<file path="config.mk">
export PLATFORM = sky130hd
export DESIGN_NAME = gray_staircase_gen
export DESIGN_NICKNAME = d
export VERILOG_FILES = /design/src/rtl/gs_pkg.sv /design/src/rtl/gs_regfile.sv /design/src/rtl/gs_step_clock.sv /design/src/rtl/gs_ring_seq.sv /design/src/rtl/gs_level_out.sv /design/src/rtl/gray_staircase_gen.sv
export SDC_FILE = /design/constraint.sdc
export NUM_CORES = 1
export LEC_CHECK = 0
export ABC_AREA = 1
export BUFFER_PORTS_ARGS = -buffer_cell sky130_fd_sc_hd__buf_2
export CAP_MARGIN = 25
export CORE_MARGIN = 1.5
export CORE_UTILIZATION = 61
export DETAILED_ROUTE_END_ITERATION = 16
export GPL_ROUTABILITY_DRIVEN = 0
export MAX_ROUTING_LAYER = met4
export PLACE_DENSITY = 0.84
export SLEW_MARGIN = 20
export SYNTH_ARGS = -nofsm -noshare
export SYNTH_HDL_FRONTEND = slang
export SYNTH_SLANG_ARGS = --single-unit
</file>
<file path="constraint.sdc">
create_clock -name clk -period 6.25 [get_ports clk]
set_input_delay 0.3125 -clock clk [delete_from_list [all_inputs] [get_ports clk]]
set_output_delay 0.3125 -clock clk [all_outputs]
set_load 0.02 [all_outputs]
</file>
<file path="src/rtl/gs_pkg.sv">
package gs_pkg;
  localparam int GS_DATA_W  = 8;
  localparam int GS_N_STEPS = 8;

  // Limit a level to the white ceiling. The floor is code 0, which an unsigned value already respects.
  function automatic logic [GS_DATA_W-1:0] gs_clip(input logic [GS_DATA_W-1:0] lvl,
                                                   input logic [GS_DATA_W-1:0] white);
    return (lvl > white) ? white : lvl;
  endfunction

  // Terminal count test of the step divider.
  function automatic logic gs_at_terminal(input logic [GS_DATA_W-1:0] cnt,
                                          input logic [GS_DATA_W-1:0] tc);
    return cnt == tc;
  endfunction
endpackage

</file>
<file path="src/rtl/gs_regfile.sv">
module gs_regfile #(
  parameter int DATA_W    = 8,
  parameter int N_STEPS   = 8,
  parameter int ADDR_W    = 4,
  parameter int WHITE_RST = 255,
  parameter int DIV_RST   = 15
) (
  input  logic                            clk,
  input  logic                            rst_n,
  input  logic                            load_act,
  input  logic                            wr_en,
  input  logic [ADDR_W-1:0]               wr_addr,
  input  logic [DATA_W-1:0]               wr_data,
  output logic [N_STEPS-1:0][DATA_W-1:0]  lvl_act,
  output logic [DATA_W-1:0]               white_act,
  output logic [DATA_W-1:0]               div_act
);
  localparam int ADDR_WHITE = N_STEPS;
  localparam int ADDR_DIV   = N_STEPS + 1;

  logic [N_STEPS-1:0][DATA_W-1:0] lvl_sh;
  logic [DATA_W-1:0]              white_sh;
  logic [DATA_W-1:0]              div_sh;

  genvar g;
  generate
    for (g = 0; g < N_STEPS; g++) begin : g_lvl
      always_ff @(posedge clk or negedge rst_n) begin
        if (!rst_n) begin
          lvl_sh[g]  <= '0;
          lvl_act[g] <= '0;
        end else begin
          if (wr_en && (int'(wr_addr) == g)) lvl_sh[g] <= wr_data;
          if (load_act) lvl_act[g] <= lvl_sh[g];
        end
      end
    end
  endgenerate

  always_ff @(posedge clk or negedge rst_n) begin
    if (!rst_n) begin
      white_sh  <= DATA_W'(WHITE_RST);
      div_sh    <= DATA_W'(DIV_RST);
      white_act <= DATA_W'(WHITE_RST);
      div_act   <= DATA_W'(DIV_RST);
    end else begin
      if (wr_en && (int'(wr_addr) == ADDR_WHITE)) white_sh <= wr_data;
      if (wr_en && (int'(wr_addr) == ADDR_DIV))   div_sh   <= wr_data;
      if (load_act) begin
        white_act <= white_sh;
        div_act   <= div_sh;
      end
    end
  end
endmodule

</file>
<file path="src/rtl/gs_step_clock.sv">
module gs_step_clock #(
  parameter int DATA_W = 8
) (
  input  logic              clk,
  input  logic              rst_n,
  input  logic              hold,
  input  logic [DATA_W-1:0] term_cnt,
  output logic              step_tick
);
  import gs_pkg::*;

  logic [DATA_W-1:0] cnt;
  logic              at_tc;

  assign at_tc     = gs_at_terminal(cnt, term_cnt);
  assign step_tick = !hold && at_tc;

  always_ff @(posedge clk or negedge rst_n) begin
    if (!rst_n)         cnt <= '0;
    else if (hold)      cnt <= '0;
    else if (at_tc)     cnt <= '0;
    else                cnt <= cnt + 1'b1;
  end
endmodule

</file>
<file path="src/rtl/gs_ring_seq.sv">
module gs_ring_seq #(
  parameter int N_STEPS = 8
) (
  input  logic               clk,
  input  logic               rst_n,
  input  logic               hold,
  input  logic               step_tick,
  output logic               start_q,
  output logic [N_STEPS-1:0] ring
);
  // The start flip-flop is set during sync and stands for the black step.
  always_ff @(posedge clk or negedge rst_n) begin
    if (!rst_n)          start_q <= 1'b0;
    else if (hold)       start_q <= 1'b1;
    else if (step_tick)  start_q <= 1'b0;
  end

  genvar g;
  generate
    for (g = 0; g < N_STEPS; g++) begin : g_ring
      logic feed;
      if (g == 0) begin : g_head
        assign feed = start_q;
      end else begin : g_body
        assign feed = ring[g-1];
      end
      always_ff @(posedge clk or negedge rst_n) begin
        if (!rst_n)          ring[g] <= 1'b0;
        else if (hold)       ring[g] <= 1'b0;
        else if (step_tick)  ring[g] <= feed;
      end
    end
  endgenerate
endmodule

</file>
<file path="src/rtl/gs_level_out.sv">
module gs_level_out #(
  parameter int DATA_W  = 8,
  parameter int N_STEPS = 8
) (
  input  logic                           clk,
  input  logic                           rst_n,
  input  logic                           blank,
  input  logic [N_STEPS-1:0]             ring,
  input  logic [N_STEPS-1:0][DATA_W-1:0] lvl_act,
  input  logic [DATA_W-1:0]              white_act,
  output logic [DATA_W-1:0]              pix_out
);
  import gs_pkg::*;

  logic [N_STEPS-1:0][DATA_W-1:0] masked;
  logic [DATA_W-1:0]              sel_lvl;
  logic [DATA_W-1:0]              pix_next;

  genvar g;
  generate
    for (g = 0; g < N_STEPS; g++) begin : g_mask
      assign masked[g] = ring[g] ? lvl_act[g] : '0;
    end
  endgenerate

  always_comb begin
    sel_lvl = '0;
    for (int i = 0; i < N_STEPS; i++) sel_lvl = sel_lvl | masked[i];
  end

  assign pix_next = blank ? '0 : gs_clip(sel_lvl, white_act);

  always_ff @(posedge clk or negedge rst_n) begin
    if (!rst_n) pix_out <= '0;
    else        pix_out <= pix_next;
  end
endmodule

</file>
<file path="src/rtl/gray_staircase_gen.sv">
module gray_staircase_gen #(
  parameter int DATA_W    = gs_pkg::GS_DATA_W,
  parameter int N_STEPS   = gs_pkg::GS_N_STEPS,
  parameter int ADDR_W    = 4,
  parameter int WHITE_RST = 255,
  parameter int DIV_RST   = 15
) (
  input  logic              clk,
  input  logic              rst_n,
  input  logic              hsync,
  input  logic              wr_en,
  input  logic [ADDR_W-1:0] wr_addr,
  input  logic [DATA_W-1:0] wr_data,
  output logic [DATA_W-1:0] pix_out
);
  logic [N_STEPS-1:0][DATA_W-1:0] lvl_act;
  logic [DATA_W-1:0]              white_act;
  logic [DATA_W-1:0]              div_act;
  logic                           step_tick;
  logic                           start_q;
  logic [N_STEPS-1:0]             ring;
  logic                           ring_idle;
  logic                           blank;

  assign ring_idle = (ring == '0);
  assign blank     = hsync || start_q || ring_idle;

  gs_regfile #(
    .DATA_W(DATA_W), .N_STEPS(N_STEPS), .ADDR_W(ADDR_W),
    .WHITE_RST(WHITE_RST), .DIV_RST(DIV_RST)
  ) u_regs (
    .clk(clk), .rst_n(rst_n), .load_act(hsync),
    .wr_en(wr_en), .wr_addr(wr_addr), .wr_data(wr_data),
    .lvl_act(lvl_act), .white_act(white_act), .div_act(div_act)
  );

  gs_step_clock #(.DATA_W(DATA_W)) u_clk (
    .clk(clk), .rst_n(rst_n), .hold(hsync),
    .term_cnt(div_act), .step_tick(step_tick)
  );

  gs_ring_seq #(.N_STEPS(N_STEPS)) u_ring (
    .clk(clk), .rst_n(rst_n), .hold(hsync),
    .step_tick(step_tick), .start_q(start_q), .ring(ring)
  );

  gs_level_out #(.DATA_W(DATA_W), .N_STEPS(N_STEPS)) u_out (
    .clk(clk), .rst_n(rst_n), .blank(blank), .ring(ring),
    .lvl_act(lvl_act), .white_act(white_act), .pix_out(pix_out)
  );
endmodule

</file>
# After elaboration in Yosys (flattened, before gate mapping)
# Cells that the tools add are included.
dict set report totals {
  reg_bits 185
  latchBits 0
  ram_bits 0
  rom_bits 0
  input_bits 16
  out_inout_bits 8
  elab_cells 97
  memories 0
}
dict set report op_classes {
  add_sub_neg 1
  n_mul 0
  n_div 0
  magnitude_cmp 1
  eq_ne 10
  shifts 0
  mux 30
  n_bitwise 7
  n_reduce_logical 17
}
# operator n
set op_table {}
lappend op_table {{8-bit two-way mux} 12}
lappend op_table {{8-bit bitwise OR} 7}
lappend op_table {{4-bit == test (second input constant)} 6}
lappend op_table {{1-bit two-way mux} 18}
lappend op_table {{1-bit logical AND} 11}
lappend op_table {{8-bit by 1-bit adder with 8-bit output (second input constant)} 1}
lappend op_table {{4-bit by 3-bit == test with 1-bit output (second input constant)} 2}
lappend op_table {{8-bit == test} 1}
lappend op_table {{8-bit greater-than comparator} 1}
lappend op_table {{8-bit logical NOT} 1}
lappend op_table {{4-bit by 2-bit == test with 1-bit output (second input constant)} 1}
lappend op_table {{4-bit logical NOT} 1}
lappend op_table {{1-bit logical OR} 2}
lappend op_table {{2-bit nonzero test} 1}
lappend op_table {{1-bit logical NOT} 1}

# Longest topological paths before layout
dict set report logic_depth {
  ltp_word 11
  mapped_depth 18
  ltp_nobuf 16
}

# Hierarchy
# A second synthesis with hierarchy kept.
dict set report unflattened {
  cells_unflattened 937
  hier_area_um2 8574.5
}
# mod n_inst cells_each area_each_um2 seq_area_each_um2
set modules_own_cells {}
lappend modules_own_cells {gs_regfile 1 589 6384.9 4033.9}
lappend modules_own_cells {gs_level_out 1 184 1112.3 200.2}
lappend modules_own_cells {gs_step_clock 1 111 625.6 200.2}
lappend modules_own_cells {gs_ring_seq 1 45 420.4 225.2}
lappend modules_own_cells {gray_staircase_gen 1 8 31.3 0.0}

# Least setup slack after synthesis
# OpenSTA, ideal clock, no wires.
dict set report synth_timing {
  kind {register to register}
  start {register u_ring.ring[4], in the netlist u_ring.g_ring[5].feed}
  end {register u_out.pix_out[0]}
  setup_time_ns 0.119
  arrival_ns 1.840
  required_ns 6.131
  slack_ns 4.291
  stages_incl_launch_ff 13
  path_buffers 2
  period_less_slack_ns 1.959
  path_cell_list {dfrtp_1 > clkbuf_1 > nand2_1 > nand2_1 > nor2_1 > nand2_1 > ha_1 > nand2_1 > nor2_1 > nand4_2 > buf_2 > a21oi_1 > nor2_1}
}
dict set report synth_between {
  elab_chain_len 8
  elab_cells_between_ends 10
  classes_between {order compare: 1; mux: 3; bitwise: 4; reduce/logical: 2}
}
# item line_no
set synth_lines {}
lappend synth_lines {{from (decl)} gs_ring_seq.sv:9} ;# output logic [N_STEPS-1:0] ring
lappend synth_lines {{from (signal, indexed assignment)} gs_ring_seq.sv:28} ;# if (!rst_n) ring[g] <= 1'b0;
lappend synth_lines {{from (signal, indexed assignment)} gs_ring_seq.sv:29} ;# else if (hold) ring[g] <= 1'b0;
lappend synth_lines {{from (signal, indexed assignment)} gs_ring_seq.sv:30} ;# else if (step_tick) ring[g] <= feed;
lappend synth_lines {{8-bit two-way mux} gs_level_out.sv:22} ;# assign masked[g] = ring[g] ? lvl_act[g] : '0;
lappend synth_lines {{8-bit bitwise OR (4 in series)} gs_level_out.sv:28} ;# for (int i = 0; i < N_STEPS; i++) sel_lvl = sel_lvl | masked[i];
lappend synth_lines {{8-bit greater-than comparator} gs_pkg.sv:8} ;# return (lvl > white) ? white : lvl;
lappend synth_lines {{8-bit two-way mux} gs_pkg.sv:8}
lappend synth_lines {{8-bit two-way mux *} gs_level_out.sv:31} ;# assign pix_next = blank ? '0 : gs_clip(sel_lvl, white_act);
lappend synth_lines {{via u_out.pix_next[0]} gs_level_out.sv:17} ;# logic [DATA_W-1:0] pix_next;
lappend synth_lines {{to (signal assigned)} gs_level_out.sv:35} ;# else pix_out <= pix_next;
lappend synth_lines {{to (decl)} gs_level_out.sv:11} ;# output logic [DATA_W-1:0] pix_out
# Mark *: on every way through the listed nets, which the timed path passes. The rest lies on a longest branch.
# A chain may end at the register's enable or synchronous reset.

# Final worst setup path
dict set report layout_timing {
  start {register u_ring.ring[6], in the netlist u_ring.g_ring[7].feed}
  end {register u_out.pix_out[2]}
}
dict set report layout_between {
  elab_chain_len 6
  elab_cells_between_ends 8
  classes_between {order compare: 1; mux: 3; bitwise: 2; reduce/logical: 2}
}
# item line_no
set layout_lines {}
lappend layout_lines {{8-bit two-way mux} gs_level_out.sv:22}
lappend layout_lines {{8-bit bitwise OR (2 in series)} gs_level_out.sv:28}
lappend layout_lines {{8-bit greater-than comparator} gs_pkg.sv:8}
lappend layout_lines {{8-bit two-way mux} gs_pkg.sv:8}
lappend layout_lines {{8-bit two-way mux *} gs_level_out.sv:31}
lappend layout_lines {{via u_out.pix_next[2]} gs_level_out.sv:17}
# Marked as above.

==> results.ini <==
[status]
status = finished clean

[grt]
grt_max_degree = 76
antenna_found_initial = 0
grt_pass1_wl_um = 29900
grt_usage_pct = 30.7
grt_overflow = 0
grt_pass1_vias = 5642

[synthesis]
synth-seq-cells = 185
synth_area_leader_cell = dfrtp_1
synth_common_cells = 381 x nand2_1, 161 x dfrtp_1, 111 x o21ai_0
synth.avg_cell_area_um2 = 8.62
async_flop_share_pct = 100
ys_seq_area_share_pct = 59.6
synth.distinct_cells = 25
synth-main-ff-cell = dfrtp_1
syn_inst = 907
synth_area_mm2 = 0.00782
synth_warnings = 0
synth_edf_count = 0
synthTopCellsByArea = dfrtp_1 52%, nand2_1 18%, dfstp_2 8.1%
netlist.area_leader.share_pct = 51.5
synth_nets = 932
synth.most_common_cell = nand2_1

[job]
max_cap_violations = 0

[route]
vias = 6057
drc = 0
first_pass_iters = 6
routed_wl_um = 18200
wl_per_cell_um = 16.6
antenna_left = 0
drt_iter0_drc = 658
via_per_inst = 5.51

[setup_path]
cp_slowest_cell = dfrtp_1
crit_path_max_fanout = 16
required_ps = 6570
r2r_end = u_out.pix_out[2]
r2r-start = u_ring.g_ring[7].feed
critical_path.startpoint = u_ring.g_ring[7].feed
crit_family = simple AND/OR/NAND/NOR gates
arrival_ps = 2710
path_depth = 10
path_buf_inv = 1
max_stage_delay_ps = 600
worstSetupEndpoint = u_out.pix_out[2]
worstSetupStartpointType = flip-flop
endpoint_kind = flip-flop
reg2reg_depth = 10
crit_path_cell_trace = inv_1 > o22ai_1 > nor2_1 > nand2_1 > ha_1 > a21o_1 > nor2_1 > nand2_1 > a21oi_1 > nor2_1
crit_top_cell = nor2_1
crit_type = reg -> reg
r2r_slack_ps = 3870

[timing]
maxSlewHeadroom_pct = 47.0
setup_viol = 0
fin_skew_ps = 5.04
setup-tns-final_ps = 0
rsz0062_at_grt = no
hold_violations = 0
period_needed_ps = 2380
worstMarginPinSlew_ps = 793
slew_violations = 0
max_freq_mhz = 419
post-route-period-util_pct = 38.2
finalWorstSetupSlack_ps = 3870

[cells_and_area]
fin_nets = 941
stdcell_area_mm2 = 0.00858
regArea_mm2 = 0.00466
final_layout_size_suffix_gt1_share_pct = 9.16
syn2layout_area_growth_pct = 9.70
antenna_cells = 0
final_cells = 1100
fill_cells = 985
multiInputGateArea_mm2 = 0.00276

[power_and_ir_drop]
total_leakage_power_nw = 4.36
power_per_cell_area_mw_per_mm2 = 350
ir_worst_vdd_mv = 0.200
fin_total_pwr_w = 0.00300

[cts]
max-clock-path-buffers = 2
cts_tree = built
root_buffer = clkbuf_16
clock-sinks = 185
numCtsBuffers = 17
cts_resized = 0
postCtsSetupRepairBufs = 0
clk_pin_slew_ps = 60
htreeDepth = 4
clock_latency_ps = 430

[place]
dpl-instance-area_mm2 = 0.00798
detailedPlace.worstSlack_ps = 3950
dp_hpwl_um = 11700
numPortBuffers = 23
place_inst = 1068

[floorplan]
die_x_um = 116
ios = 24
die_y_um = 116
die_area_mm2 = 0.0135
start_util_pct = 62.2
design.core.area_mm2 = 0.0126
num_rows = 41

[worst_hold_path]
hold_path_class = in -> reg

stage by stage:
step           hold WS, ps  util, %
3_5_place_dp           396     63.5
6_report               125     68.2
5_1_grt                161     68.2
2_1_floorplan         16.9        -
4_1_cts                123     68.2
3_3_place_gp           381     63.5
power by group:
group          internal [W]  total [W]  switching, W
Combinational      0.000127   0.000365      0.000239
Clock              0.000644    0.00108      0.000435
Sequential          0.00143    0.00156      0.000127
state kept, by name (all words and copies together), names as in the netlist:
signal / flops
u_regs.lvl_sh: 64
u_clk.cnt: 8
u_regs.div_sh: 8
u_regs.white_act: 8
u_ring.ring: 1
u_regs.lvl_act: 64
u_out.pix_out: 8
u_ring.g_ring.feed: 7
u_ring.start_q: 1
u_regs.div_act: 8
u_regs.white_sh: 8
routing by layer:
layer	up-vias	global-route usage, %	wire [um]
met1	2903	42.5	7950
met2	244	44.9	8370
met3	41	6.23	1410
li1	2869	-	-
met4	0	12.8	493
met5	-	-	0
cell families after synthesis:
group                    Yosys count  synth area share (%)
buffers and inverters             91                  5.17
AO/OA/AOI/OAI                    133                  8.56
AND/OR/NAND/NOR                  478                  24.0
flip-flops                       185                  59.6
XOR/XNOR                          11                  1.23
adder cells (fa/ha/maj)            9                  1.44
cell usage in the layout, fill, tap and decap left out, drive strengths merged, types with 5 or more instances in the layout:
cell    netlist  layout
clkbuf       12      22
xor2          6       6
nand2       381     381
dfstp        24      24
o21ai       113     113
a21oi        18      18
nand3        38      38
xnor2         5       5
inv          53      53
buf          26      27
clkinv        0       5
ha            9       9
nor2         56      56
dfrtp       161     161
cell type report:
type                    instances  share of cell area [%]
well taps                     172                    2.51
clock buffers                  22                    5.41
clock inverters                 9                    1.43
inverters                      53                    2.32
flip-flops and latches        185                    54.3
multi-input cells             631                    32.1
repair buffers                 28                    1.88
what timing repair did:
item / 4_1_cts / 5_1_grt
hold buffers: 1 / 0
endpoints found under the setup margin: 0 / 0
hold endpoints to repair: 62 / 0
tightest hold or removal path: stages:
cell and delay (ps):
buf_2 90, nand2_1 40, o21ai_0 70
worst min-delay path by stage:
stage               cells past startpoint  slack, ps                 to        from
finish                                  3        130   u_regs.div_sh[7]  wr_data[7]
global route                            3        160   u_regs.div_sh[7]  wr_data[7]
CTS                                     3        120   u_regs.div_sh[7]  wr_data[7]
detailed placement                      1        400  u_regs.lvl_sh[37]       rst_n
global placement                        1        380  u_regs.lvl_sh[33]       rst_n
floorplan                               0         20       u_clk.cnt[0]       rst_n
No activity file was read; power rests on OpenSTA's default activity.
